### src/rtl/startup_pkg.sv
package startup_pkg;
  localparam int PHASE_W = 3;
  localparam int CODE_W  = 4;

  typedef logic [CODE_W-1:0]  code_t;
  typedef logic [PHASE_W-1:0] phase_t;

  localparam code_t CODE_DONEIN = 4'd8;
  localparam code_t CODE_KEEP   = 4'd9;
  localparam code_t CODE_NOWAIT = 4'd15;

  // Highest code that selects a phase: one below the finished phase.
  localparam code_t LAST_SEL = code_t'((1 << PHASE_W) - 2);

  typedef struct packed {
    logic   running;
    logic   rearm;
    phase_t phase;
  } seq_strobe_t;
endpackage

### src/rtl/startup_ctrl.sv
module startup_ctrl
  import startup_pkg::*;
(
  input  logic        clk,
  input  logic        rst,
  input  logic        startReq,
  input  code_t       lockCfg,
  input  code_t       matchCfg,
  input  logic        lockIn,
  input  logic        matchIn,
  output seq_strobe_t strobes,
  output phase_t      phase,
  output logic        stallLock,
  output logic        stallMatch
);
  localparam phase_t LAST_PHASE = '1;

  logic   running;
  phase_t phaseQ;
  logic   finished;
  logic   go;
  logic   waitLock;
  logic   waitMatch;

  always_comb begin
    finished  = (phaseQ == LAST_PHASE);
    go        = startReq && (!running || finished);
    waitLock  = running && !finished && (lockCfg == code_t'(phaseQ)) && !lockIn;
    waitMatch = running && !finished && (matchCfg == code_t'(phaseQ)) && !matchIn;
  end

  always_ff @(posedge clk) begin
    if (rst) begin
      running <= 1'b0;
      phaseQ  <= '0;
    end else if (go) begin
      running <= 1'b1;
      phaseQ  <= '0;
    end else if (running && !finished && !waitLock && !waitMatch) begin
      phaseQ <= phaseQ + 1'b1;
    end
  end

  assign strobes    = '{running: running, rearm: go, phase: phaseQ};
  assign phase      = phaseQ;
  assign stallLock  = waitLock;
  assign stallMatch = waitMatch;
endmodule

### src/rtl/startup_evt.sv
module startup_evt
  import startup_pkg::*;
#(
  parameter logic RESET_VAL  = 1'b0,
  parameter bit   ALLOW_COND = 1'b1
) (
  input  logic        clk,
  input  logic        rst,
  input  seq_strobe_t strobes,
  input  code_t       cfg,
  input  logic        doneIn,
  output logic        level
);
  logic phaseHit;
  logic condHit;
  logic keepIt;

  always_comb begin
    phaseHit = (cfg <= LAST_SEL) && (cfg == code_t'(strobes.phase));
    condHit  = ALLOW_COND && (cfg == CODE_DONEIN) && doneIn;
    keepIt   = ALLOW_COND && (cfg == CODE_KEEP);
  end

  always_ff @(posedge clk) begin
    if (rst) begin
      level <= RESET_VAL;
    end else if (keepIt) begin
      level <= level;
    end else if (strobes.rearm) begin
      level <= RESET_VAL;
    end else if (strobes.running && (phaseHit || condHit)) begin
      level <= ~RESET_VAL;
    end
  end
endmodule

### src/rtl/startup_dp.sv
module startup_dp
  import startup_pkg::*;
#(
  parameter int N_CTRL = 4
) (
  input  logic        clk,
  input  logic        rst,
  input  seq_strobe_t strobes,
  input  code_t       doneCfg,
  input  code_t       tsCfg,
  input  code_t       weCfg,
  input  code_t       srCfg,
  input  logic        donePipeEn,
  input  logic        donePin,
  output logic        doneOut,
  output logic        tristateOut,
  output logic        writeEnOut,
  output logic        setResetOut
);
  // Index 0 DONE, 1 3-state, 2 write enable, 3 set-reset.
  localparam logic [N_CTRL-1:0] RST_VALS = 4'b1010;

  logic  pipeQ;
  logic  doneIn;
  code_t cfgArr [N_CTRL];
  logic [N_CTRL-1:0] levels;

  always_ff @(posedge clk) begin
    if (rst) pipeQ <= 1'b0;
    else     pipeQ <= donePin;
  end

  always_comb begin
    doneIn    = donePipeEn ? pipeQ : donePin;
    cfgArr[0] = doneCfg;
    cfgArr[1] = tsCfg;
    cfgArr[2] = weCfg;
    cfgArr[3] = srCfg;
  end

  for (genvar i = 0; i < N_CTRL; i++) begin : g_evt
    startup_evt #(
      .RESET_VAL (RST_VALS[i]),
      .ALLOW_COND(i != 0)
    ) u_evt (
      .clk    (clk),
      .rst    (rst),
      .strobes(strobes),
      .cfg    (cfgArr[i]),
      .doneIn (doneIn),
      .level  (levels[i])
    );
  end

  assign doneOut     = levels[0];
  assign tristateOut = levels[1];
  assign writeEnOut  = levels[2];
  assign setResetOut = levels[3];
endmodule

### src/rtl/startup_seq.sv
module startup_seq
  import startup_pkg::*;
(
  input  logic       clk,
  input  logic       rst,
  input  logic       startReq,
  input  logic [3:0] doneCfg,
  input  logic [3:0] tsCfg,
  input  logic [3:0] weCfg,
  input  logic [3:0] srCfg,
  input  logic [3:0] lockCfg,
  input  logic [3:0] matchCfg,
  input  logic       donePipeEn,
  input  logic       donePin,
  input  logic       lockIn,
  input  logic       matchIn,
  output logic       doneOut,
  output logic       tristateOut,
  output logic       writeEnOut,
  output logic       setResetOut,
  output logic [2:0] phase,
  output logic       stallLock,
  output logic       stallMatch
);
  seq_strobe_t strobes;

  startup_ctrl u_ctrl (
    .clk       (clk),
    .rst       (rst),
    .startReq  (startReq),
    .lockCfg   (lockCfg),
    .matchCfg  (matchCfg),
    .lockIn    (lockIn),
    .matchIn   (matchIn),
    .strobes   (strobes),
    .phase     (phase),
    .stallLock (stallLock),
    .stallMatch(stallMatch)
  );

  startup_dp u_dp (
    .clk        (clk),
    .rst        (rst),
    .strobes    (strobes),
    .doneCfg    (doneCfg),
    .tsCfg      (tsCfg),
    .weCfg      (weCfg),
    .srCfg      (srCfg),
    .donePipeEn (donePipeEn),
    .donePin    (donePin),
    .doneOut    (doneOut),
    .tristateOut(tristateOut),
    .writeEnOut (writeEnOut),
    .setResetOut(setResetOut)
  );
endmodule

### config.mk
export PLATFORM = sky130hd
export DESIGN_NAME = startup_seq
export DESIGN_NICKNAME = d
export VERILOG_FILES = /design/src/rtl/startup_pkg.sv /design/src/rtl/startup_ctrl.sv /design/src/rtl/startup_evt.sv /design/src/rtl/startup_dp.sv /design/src/rtl/startup_seq.sv
export SDC_FILE = /design/constraint.sdc
export NUM_CORES = 1
export LEC_CHECK = 0
export ABC_CLOCK_PERIOD_IN_PS = 2370
export BUFFER_PORTS_ARGS = -buffer_cell sky130_fd_sc_hd__buf_2
export CORE_MARGIN = 4
export CORE_UTILIZATION = 44
export CTS_CLUSTER_DIAMETER = 30
export DETAILED_ROUTE_END_ITERATION = 10
export MAX_ROUTING_LAYER = met4
export PLACE_DENSITY_LB_ADDON = 0.25
export SLEW_MARGIN = 15
export SYNTH_ARGS = -nofsm -noshare
export SYNTH_HDL_FRONTEND = slang
export SYNTH_SLANG_ARGS = --single-unit
### constraint.sdc
create_clock -name clk -period 2.37 [get_ports clk]
set_clock_uncertainty 0.2 [all_clocks]
set_input_delay 0.1185 -clock clk [delete_from_list [all_inputs] [get_ports clk]]
set_output_delay 0.1185 -clock clk [all_outputs]
set_load 0.01 [all_outputs]
==> impl_metrics.toml, run 1 <==
[run_status]
status = "finished clean"

[placed_design]
gp_congestion = 0.760
io_buffers = 39
hpwl_um = 1690

[sta]
setup_tns_ps = 0
hold_ws_ps = 21.2
worst_pin_slew_ps = 608
max-slew-margin-rel = 0.592
slew_viol_final = 0
fin_crit_ps = 2170
max_freq_ghz = 0.461
hold_violations = 0
setup_violations = 0
rsz0062_at_grt = "false"
period_share = 0.915

[floorplanning]
core_region_area_mm2 = 0.00159
design.die.area_mm2 = 0.00252
fp.dieH_um = 50.2
num_rows = 14
die_x_um = 50.2
start_util = 0.491
io_pins = 40

[logic_synthesis]
synth_ff_type = "dfxtp_1"
ys_ff_latch = 9
yosys-mux-area-fraction = 0.0128
synth-compound-area-share = 0.189
yosysTopAreaCell = "dfxtp_1"
synth_top_area_frac = 0.230
synth_top_family_by_area = "simple AND/OR/NAND/NOR gates"
synth_edf_count = 0
ys_seq_area_frac = 0.230
synthXorXnorAreaFrac = 0.179
yosys_warnings = 0
synthAdderAreaFrac = 0.0320
async_flop_share = 0
syn_area_um2 = 782
synth_cell_types = 34
synth_area_leaders = "dfxtp_1 23%, xnor2_1 11%, xor2_1 6.7%"
syn-mean-instance-area_um2 = 7.98
syn_nets = 131
synthSimpleGateAreaFrac = 0.310
synthCells = 98

[finish]
final_nets = 180
final_cell_mix = "39 x buf_2, 10 x xnor2_1, 9 x a21oi_1, 9 x dfxtp_1, 8 x nor2_1"
final_common_cell = "buf_2"
area_growth_pct = 39.5
diodes = 0
drive_above_1_share = 0.336

[cts]
tritoncts = "yes"
htree_levels = 1
post_cts_buffers = 0
cts_buffers = 3
clk_pin_slew_ps = 60
post_cts_resized = 0
clock_path_buffers = 2
worstSkewPairLatency_ps = 260
clock-root-buffer = "clkbuf_4"
cts.sinks = 9

[setup_path]
cp_data_arrival_time_ps = 1850
slowest_delay_ps = 410
critPathKind = "reg -> out"
required_ps = 2050
cp_slowest_cell = "nor4b_1"
critPathCaptureType = "output pin"
path_cells = "ha_1, ha_1, nor4b_1, nand4_2, inv_2, buf_2"
critPathMaxFanout = 5
critPathMostFrequentCell = "ha_1"
reg2reg_setup_slack_ps = 430
cp-start-kind = "flop"

[global_routing]
grt_max_degree = 16
grt_pass1_wl_um = 3570
grt-ovfl-total = 0
antenna_found_initial = 0
grtUsageTotal = 0.188
grt_pass1_vias = 885

[drt]
routed_wl_um = 2140
drt_first_pass_iters = 4
detail-route-antenna-nets = 0
drt-vias-per-instance = 5.35
route.vias.total = 909
wl_per_cell_um = 12.6
drc_errors = 0
drt-initial-drc-count = 7

[power]
p_leak_nw = 0.493
p_per_area_mw_per_mm2 = 350
vdd.ir_drop.worst_uv = 235

[hold_path]
hold_path_class = "in -> reg"

[flow_run]
max_cap_viol_count = 0
==> synthesized netlist by cell type, drive strengths merged, types with 2 or more instances <==
master	count
a21oi	9
buf	4
dfxtp	9
ha	2
inv	3
nand2	4
nand2b	2
nand3	3
nand3b	2
nand4	5
nor2	8
nor2b	2
nor3	3
nor4b	3
o211ai	4
o31ai	5
or4	2
xnor2	10
xor2	6
==> repair_timing <==
action / 4_1_cts / 5_1_grt
endpoints found under the hold margin: 5 / 0
hold buffers: 6 / 0
endpoints found under the setup margin: 0 / 0
==> layer usage <==
metal | vias to the layer above | global-route usage | wire length, µm
met1 | 421 | 0.199 | 880
met4 | 0 | 0.0645 | 21
met2 | 25 | 0.322 | 1120
li1 | 459 | - | -
met3 | 4 | 0.0651 | 120
met5 | - | - | 0
==> through the flow <==
| stage | cell area (µm²) | std cells | utilization | power, mW | setup WS, ps |
|---|---|---|---|---|---|
| after floorplan | 782 | 98 | - | 0.214 | 473 |
| after global placement | 1000 | 160 | 0.630 | 0.257 | 526 |
| after detailed placement | 1000 | 160 | 0.630 | 0.260 | 439 |
| after CTS | 1090 | 170 | 0.684 | 0.388 | 190 |
| after global routing | 1090 | 170 | 0.684 | 0.410 | 32.3 |
| final | 1090 | 170 | 0.684 | 0.382 | 201 |
==> kinds of logic after synthesis <==
logic type	after synthesis
AO/OA/AOI/OAI	23
flip-flops	9
multiplexers	1
adder cells (fa/ha/maj)	2
buffers and inverters	7
XOR/XNOR	16
AND/OR/NAND/NOR	40
==> worst max-delay path, delay by kind of cell (launching register included) <==
kind / cells / cell delay (ps)
AND/OR/NAND/NOR: 2 / 590
adder cells (fa/ha/maj): 2 / 420
buffers and inverters: 2 / 270
flip-flops: 1 / 310
==> power by group <==
part,total (mW),switching [mW],internal (mW)
combinational,0.106,0.0511,0.0547
clock,0.117,0.0520,0.0648
sequential,0.159,0.00306,0.156
==> final timing paths <==
kind	from	to	cells past startpoint
max	u_ctrl.phase[0]	stallLock	6
min	weCfg[0]	u_dp.g_evt[2].u_evt.level	4
max reg2reg	u_ctrl.phase[0]	u_ctrl.phase[0]	7
min reg2reg	u_dp.g_evt[0].u_evt.level	u_dp.g_evt[0].u_evt.level	1
==> final cells by class <==
| cell class | instances | area (µm²) |
|---|---|---|
| repair buffers | 48 | 278 |
| clock buffers | 4 | 26.3 |
| multi-input cells | 82 | 566 |
| well taps | 24 | 30.0 |
| inverters | 3 | 11.3 |
| flip-flops and latches | 9 | 180 |
| fillers | 146 | 503 |
==> registers in the layout (all words and copies together), names as in the netlist <==
name	count
u_ctrl.phase	3
u_dp.pipeQ	1
u_ctrl.running	1
u_dp.g_evt.u_evt.level	4
No activity file was read; power rests on OpenSTA's default activity.
==> run 2: changes to the inputs <==
--- a/config.mk
+++ b/config.mk
@@ -5,6 +5,7 @@
 export SDC_FILE = /design/constraint.sdc
 export NUM_CORES = 1
 export LEC_CHECK = 0
+export ABC_AREA = 1
 export ABC_CLOCK_PERIOD_IN_PS = 2370
 export BUFFER_PORTS_ARGS = -buffer_cell sky130_fd_sc_hd__buf_2
 export CORE_MARGIN = 4
==> impl_metrics.toml, run 2 <==
[sta]
setup_tns_ps = 0
hold_violations = 0
max_freq_ghz = 0.521
rsz0062_at_grt = "false"
setup_violations = 0
fin_crit_ps = 1920
max-slew-margin-rel = 0.669
period_share = 0.810
worst_pin_slew_ps = 491
hold_ws_ps = 2.58
slew_viol_final = 0

[global_routing]
grtUsageMet3 = 0.0573
use_met2 = 0.383
grtUsageTotal = 0.195
grt_busiest_layer = "met2"
grt_util_met1 = 0.173
grt-ovfl-total = 0
grt_pass1_vias = 971
grt_pass1_wl_um = 3800
antenna_found_initial = 0
grt_max_degree = 11

[cts]
clk_pin_slew_ps = 60
cts.sinks = 9
post_cts_buffers = 0
clock-root-buffer = "clkbuf_4"
hold_buffers = 9
worstSkewPairLatency_ps = 260
htree_levels = 1
clock_path_buffers = 2
cts_buffers = 3
post_cts_resized = 0
tritoncts = "yes"

[setup_path]
reg2reg_setup_slack_ps = 480
required_ps = 2050
reg2reg_depth = 5
cp_data_arrival_time_ps = 1600
cp-start-kind = "flop"
critPathMaxFanout = 4
critPathKind = "reg -> out"
critPathCaptureType = "output pin"
r2r_start = "u_ctrl.phase[0]"
reg2reg_to = "u_ctrl.running"

[floorplanning]
core_region_area_mm2 = 0.00178
fp.dieH_um = 52.0
io_pins = 40
num_rows = 15
design.die.area_mm2 = 0.00271
die_x_um = 52.0
start_util = 0.479

[logic_synthesis]
synth_edf_count = 0
netlist_top_cells_count = "43 x nand2_1, 25 x inv_1, 12 x nor2_1, 9 x dfxtp_1, 6 x a21oi_1"
ys_seq_area_frac = 0.211
syn-mean-instance-area_um2 = 5.97
synth_ff_type = "dfxtp_1"
synth_area_leaders = "dfxtp_1 21%, nand2_1 19%, inv_1 11%"
async_flop_share = 0
synth_top_area_frac = 0.211
ys_ff_latch = 9
syn_area_um2 = 853
yosys_warnings = 0
synth_cell_types = 25
synthCells = 143
synth.most_common_cell = "nand2_1"
syn_nets = 176
yosysTopAreaCell = "dfxtp_1"

[finish]
largest_reg_flops = 4
diodes = 0
final_nets = 229
fill_cells = 179
area_growth_pct = 39.3
multi_input_area_um2 = 526
final_common_cell = "nand2_1"
final_cell_mix = "43 x nand2_1, 39 x buf_2, 25 x inv_1"
drive_above_1_share = 0.323
largest_register = "u_dp.g_evt.u_evt.level"
regArea_um2 = 180

[placed_design]
hpwl_um = 1890
io_buffers = 39
gp_congestion = 0.839

[power]
pwr-share-clk = 0.274
p_int_mw = 0.292
p_sw_mw = 0.139
p_leak_nw = 0.701
p_per_area_mw_per_mm2 = 362
swShare = 0.323
power_frac_seq = 0.376
vdd.ir_drop.worst_uv = 321
combPwrFrac = 0.350

[drt]
drt-initial-drc-count = 15
detail-route-antenna-nets = 0
drc_errors = 0
route.vias.total = 1036
drt-vias-per-instance = 4.71
drt_first_pass_iters = 4
wl_per_cell_um = 10.6
routed_wl_um = 2330

[hold_path]
hold-path-endpoint = "u_dp.g_evt[1].u_evt.level"
min_path_cells = 5
hold_path_class = "in -> reg"
worstHoldStart = "tsCfg[2]"

[run_status]
status = "finished clean"

[flow_run]
max_cap_viol_count = 0
-- run 2: cell count changes after synthesis, sizes merged, moves of 4 or more --
cell | before | now
inv | 3 | 30
nand2 | 4 | 48
nor2 | 8 | 17
o211ai | 4 | 0
o21ai | 1 | 6
o31ai | 5 | 0
xnor2 | 10 | 3
xor2 | 6 | 2
-- run 2: power by group through the flow --
stage	combinational (mW)	sequential [mW]	clock, mW
2_1_floorplan	0.0865	0.167	0
3_3_place_gp	0.134	0.165	0
3_5_place_dp	0.139	0.165	0
4_1_cts	0.151	0.162	0.122
5_1_grt	0.168	0.163	0.133
6_report	0.151	0.162	0.118
-- run 2: final cells by class --
| type | instances | area share |
|---|---|---|
| clock buffers | 4 | 0.0221 |
| inverters | 30 | 0.0989 |
| multi-input cells | 101 | 0.442 |
| flip-flops and latches | 9 | 0.152 |
| well taps | 25 | 0.0263 |
| repair buffers | 51 | 0.259 |
-- run 2: kinds of logic after synthesis --
group,after synthesis,share of synthesized area
simple gates,77,0.418
compound gates,17,0.117
flops,9,0.211
buf+inv,33,0.173
xor+xnor,5,0.0513
fa+ha+maj,2,0.0293
-- run 2: worst max-delay path by stage --
stage                     slack (ps)  depth (start not counted)               to       startpoint
after CTS                        430                          8       stallMatch  u_ctrl.phase[0]
after detailed placement         650                         10  u_ctrl.phase[2]  u_ctrl.phase[0]
final                            450                          8       stallMatch  u_ctrl.phase[0]
after global routing             320                          8       stallMatch  u_ctrl.phase[0]
after floorplan                  670                         10  u_ctrl.phase[1]  u_ctrl.phase[0]
after global placement           700                         10  u_ctrl.phase[2]  u_ctrl.phase[0]
-- run 2: stage by stage --
| stage | cell area (µm²) | setup slack, ps | util | instances | total power, mW |
|---|---|---|---|---|---|
| finish | 1190 | 451 | 0.667 | 220 | 0.431 |
| global route | 1190 | 316 | 0.667 | 220 | 0.463 |
| CTS | 1190 | 428 | 0.667 | 220 | 0.435 |
| detailed placement | 1070 | 645 | 0.601 | 207 | 0.304 |
| global placement | 1070 | 702 | 0.601 | 207 | 0.299 |
| floorplan | 853 | 675 | - | 143 | 0.254 |
-- run 2: critical path: stages, from the launching register on --
cell	delay [ps]
dfxtp_1	310
ha_1	190
ha_1	260
nor2_8	160
nand2_2	60
nor2_2	90
nand2_2	80
inv_1	70
buf_2	120
-- run 2: per-layer routing --
metal | share of wire | wire (µm)
met1 | 0.36 | 850
met2 | 0.57 | 1340
met4 | 0.0081 | 19
met5 | 0 | 0
met3 | 0.054 | 127
==> run 3: changes to the inputs <==
--- a/config.mk
+++ b/config.mk
@@ -5,11 +5,11 @@
 export SDC_FILE = /design/constraint.sdc
 export NUM_CORES = 1
 export LEC_CHECK = 0
-export ABC_AREA = 1
-export ABC_CLOCK_PERIOD_IN_PS = 2370
+export ABC_AREA = 0
+export ABC_CLOCK_PERIOD_IN_PS = 1600
 export BUFFER_PORTS_ARGS = -buffer_cell sky130_fd_sc_hd__buf_2
 export CORE_MARGIN = 4
-export CORE_UTILIZATION = 44
+export CORE_UTILIZATION = 40
 export CTS_CLUSTER_DIAMETER = 30
 export DETAILED_ROUTE_END_ITERATION = 10
 export MAX_ROUTING_LAYER = met4
==> constraint.sdc (replaced) <==
create_clock -name clk -period 1.6 [get_ports clk]
set_clock_uncertainty 0.2 [all_clocks]
set_input_delay 0.08 -clock clk [delete_from_list [all_inputs] [get_ports clk]]
set_output_delay 0.08 -clock clk [all_outputs]
set_load 0.01 [all_outputs]
==> impl_metrics.toml, run 3 (synthesis gave the netlist of run 1 again) <==
[finish]
area_growth_pct = 70.6
fill_cells = 144
final_common_cell = "buf_2"
fin_cells = 187
largest_reg_flops = 4
diodes = 0
final_nets = 196
largest_register = "u_dp.g_evt.u_evt.level"
drive_above_1_share = 0.475
final_cell_mix = "37 x buf_2, 14 x buf_4, 10 x xnor2_1"

[floorplanning]
start_util = 0.439
core_region_area_mm2 = 0.00178
io_pins = 40
design.die.area_mm2 = 0.00273
num_rows = 15
die_x_um = 52.2
fp.dieH_um = 52.2

[setup_path]
slowest_delay_ps = 360
required_ps = 1320
cp-start-kind = "flop"
path_buf_inv = 2
critPathKind = "reg -> out"
path_delay_family = "simple AND/OR/NAND/NOR gates"
path_cells = "ha_4, ha_4, nor4b_4, nand4_1, inv_2, buf_6"
critPathMostFrequentCell = "ha_4"
critPathMaxFanout = 4
cp_data_arrival_time_ps = 1540
critPathCaptureType = "output pin"
cp_slowest_cell = "dfxtp_4"

[power]
p_leak_nw = 0.585
p_sw_mw = 0.176
finalPower_mw = 0.605
vdd.ir_drop.worst_uv = 482
p_per_area_mw_per_mm2 = 454
swShare = 0.291
power_frac_seq = 0.391
p_int_mw = 0.429
combPwrFrac = 0.314
pwr-share-clk = 0.295

[sta]
worst_pin_slew_ps = 288
setup_tns_ps = -1350
max_freq_ghz = 0.550
max-slew-margin-rel = 0.802
slew_viol_final = 0
hold_violations = 0
fin_crit_ps = 1820
setup_slack_ps = -218
rsz0062_at_grt = "true"
period_share = 1.14
hold_ws_ps = 24.3
setup_violations = 9

[drt]
route.vias.total = 982
drt_first_pass_iters = 3
detail-route-antenna-nets = 0
routed_wl_um = 2480
drt-vias-per-instance = 5.25
drc_errors = 0
wl_per_cell_um = 13.3
drt-initial-drc-count = 7

[placed_design]
hpwl_um = 1800
gp_congestion = 0.853
post-place-ws_ps = -167
placed_cells = 168
io_buffers = 39

[cts]
worstSkewPairLatency_ps = 260
clock_path_buffers = 2
clk_pin_slew_ps = 60
tritoncts = "yes"
clock-root-buffer = "clkbuf_4"
cts_buffers = 3
cts.sinks = 9
htree_levels = 1

[global_routing]
grt_max_degree = 12
antenna_found_initial = 0
grt_pass1_vias = 992
grt-ovfl-total = 0
grtUsageTotal = 0.203
grt_pass1_wl_um = 4100

[hold_path]
hold_path_class = "in -> reg"

[flow_run]
max_cap_viol_count = 0

[run_status]
status = "finished with violations"
violations = "negative setup slack"
==> run 3: cell types whose count changed in the layout (fill, tap and decap cells not counted), sizes merged, moves of 4 or more <==
cell,before,now
nand2,48,4
inv,30,3
buf,42,56
nor2,17,8
xnor2,3,10
o21ai,6,1
o31ai,0,5
o211ai,0,4
xor2,2,6
==> run 3: repair_timing <==
item	in CTS	in global routing
endpoints found under the setup margin	7	9
hold buffers	8	0
resized for setup	7	7
pin swaps	3	3
cloned	0	0
setup buffers	8	1
hold endpoints to repair	6	0
==> run 3: layer usage <==
layer | GRT usage | share of wire | vias up
met1 | 0.228 | 0.42 | 461
met5 | - | 0 | -
met3 | 0.0456 | 0.050 | 5
li1 | - | - | 492
met4 | 0.0383 | 0.011 | 0
met2 | 0.368 | 0.52 | 24
==> run 3: stage by stage <==
step           cell area, µm²   util
6_report                 1330  0.748
5_1_grt                  1330  0.748
4_1_cts                  1300  0.727
3_5_place_dp             1100  0.619
3_3_place_gp             1100  0.619
2_1_floorplan             827      -
==> run 3: power by group through the flow <==
stage	logic [mW]	registers [mW]	clock network [mW]
detailed placement	0.158	0.243	0
global route	0.208	0.238	0.195
CTS	0.182	0.238	0.184
floorplan	0.0754	0.245	0
global placement	0.153	0.242	0
finish	0.190	0.236	0.178
==> run 3: worst min-delay path, stage by stage <==
cell	delay (ps)
buf_2	120
nand3b_1	80
a21oi_1	70
a21oi_2	90
==> run 3: final cells by class <==
class	instances	area [µm²]	area share
Clock buffer	4	26.3	0.0197
Inverter	3	11.3	0.00844
Multi-Input combinational cell	82	649	0.487
Sequential cell	9	189	0.142
Tap cell	25	31.3	0.0235
Timing Repair Buffer	64	427	0.320
==> run 3: path summary, 6_finish.rpt <==
| path | slack, ps | depth (start not counted) | to | startpoint |
|---|---|---|---|---|
| worst min-delay path | 20 | 4 | u_dp.g_evt[1].u_evt.level | tsCfg[0] |
| worst max register to register | -200 | 8 | u_ctrl.phase[0] | u_ctrl.phase[1] |
| worst min register to register | 270 | 1 | u_dp.g_evt[0].u_evt.level | u_dp.g_evt[0].u_evt.level |
| worst max-delay path | -220 | 6 | stallMatch | u_ctrl.phase[0] |
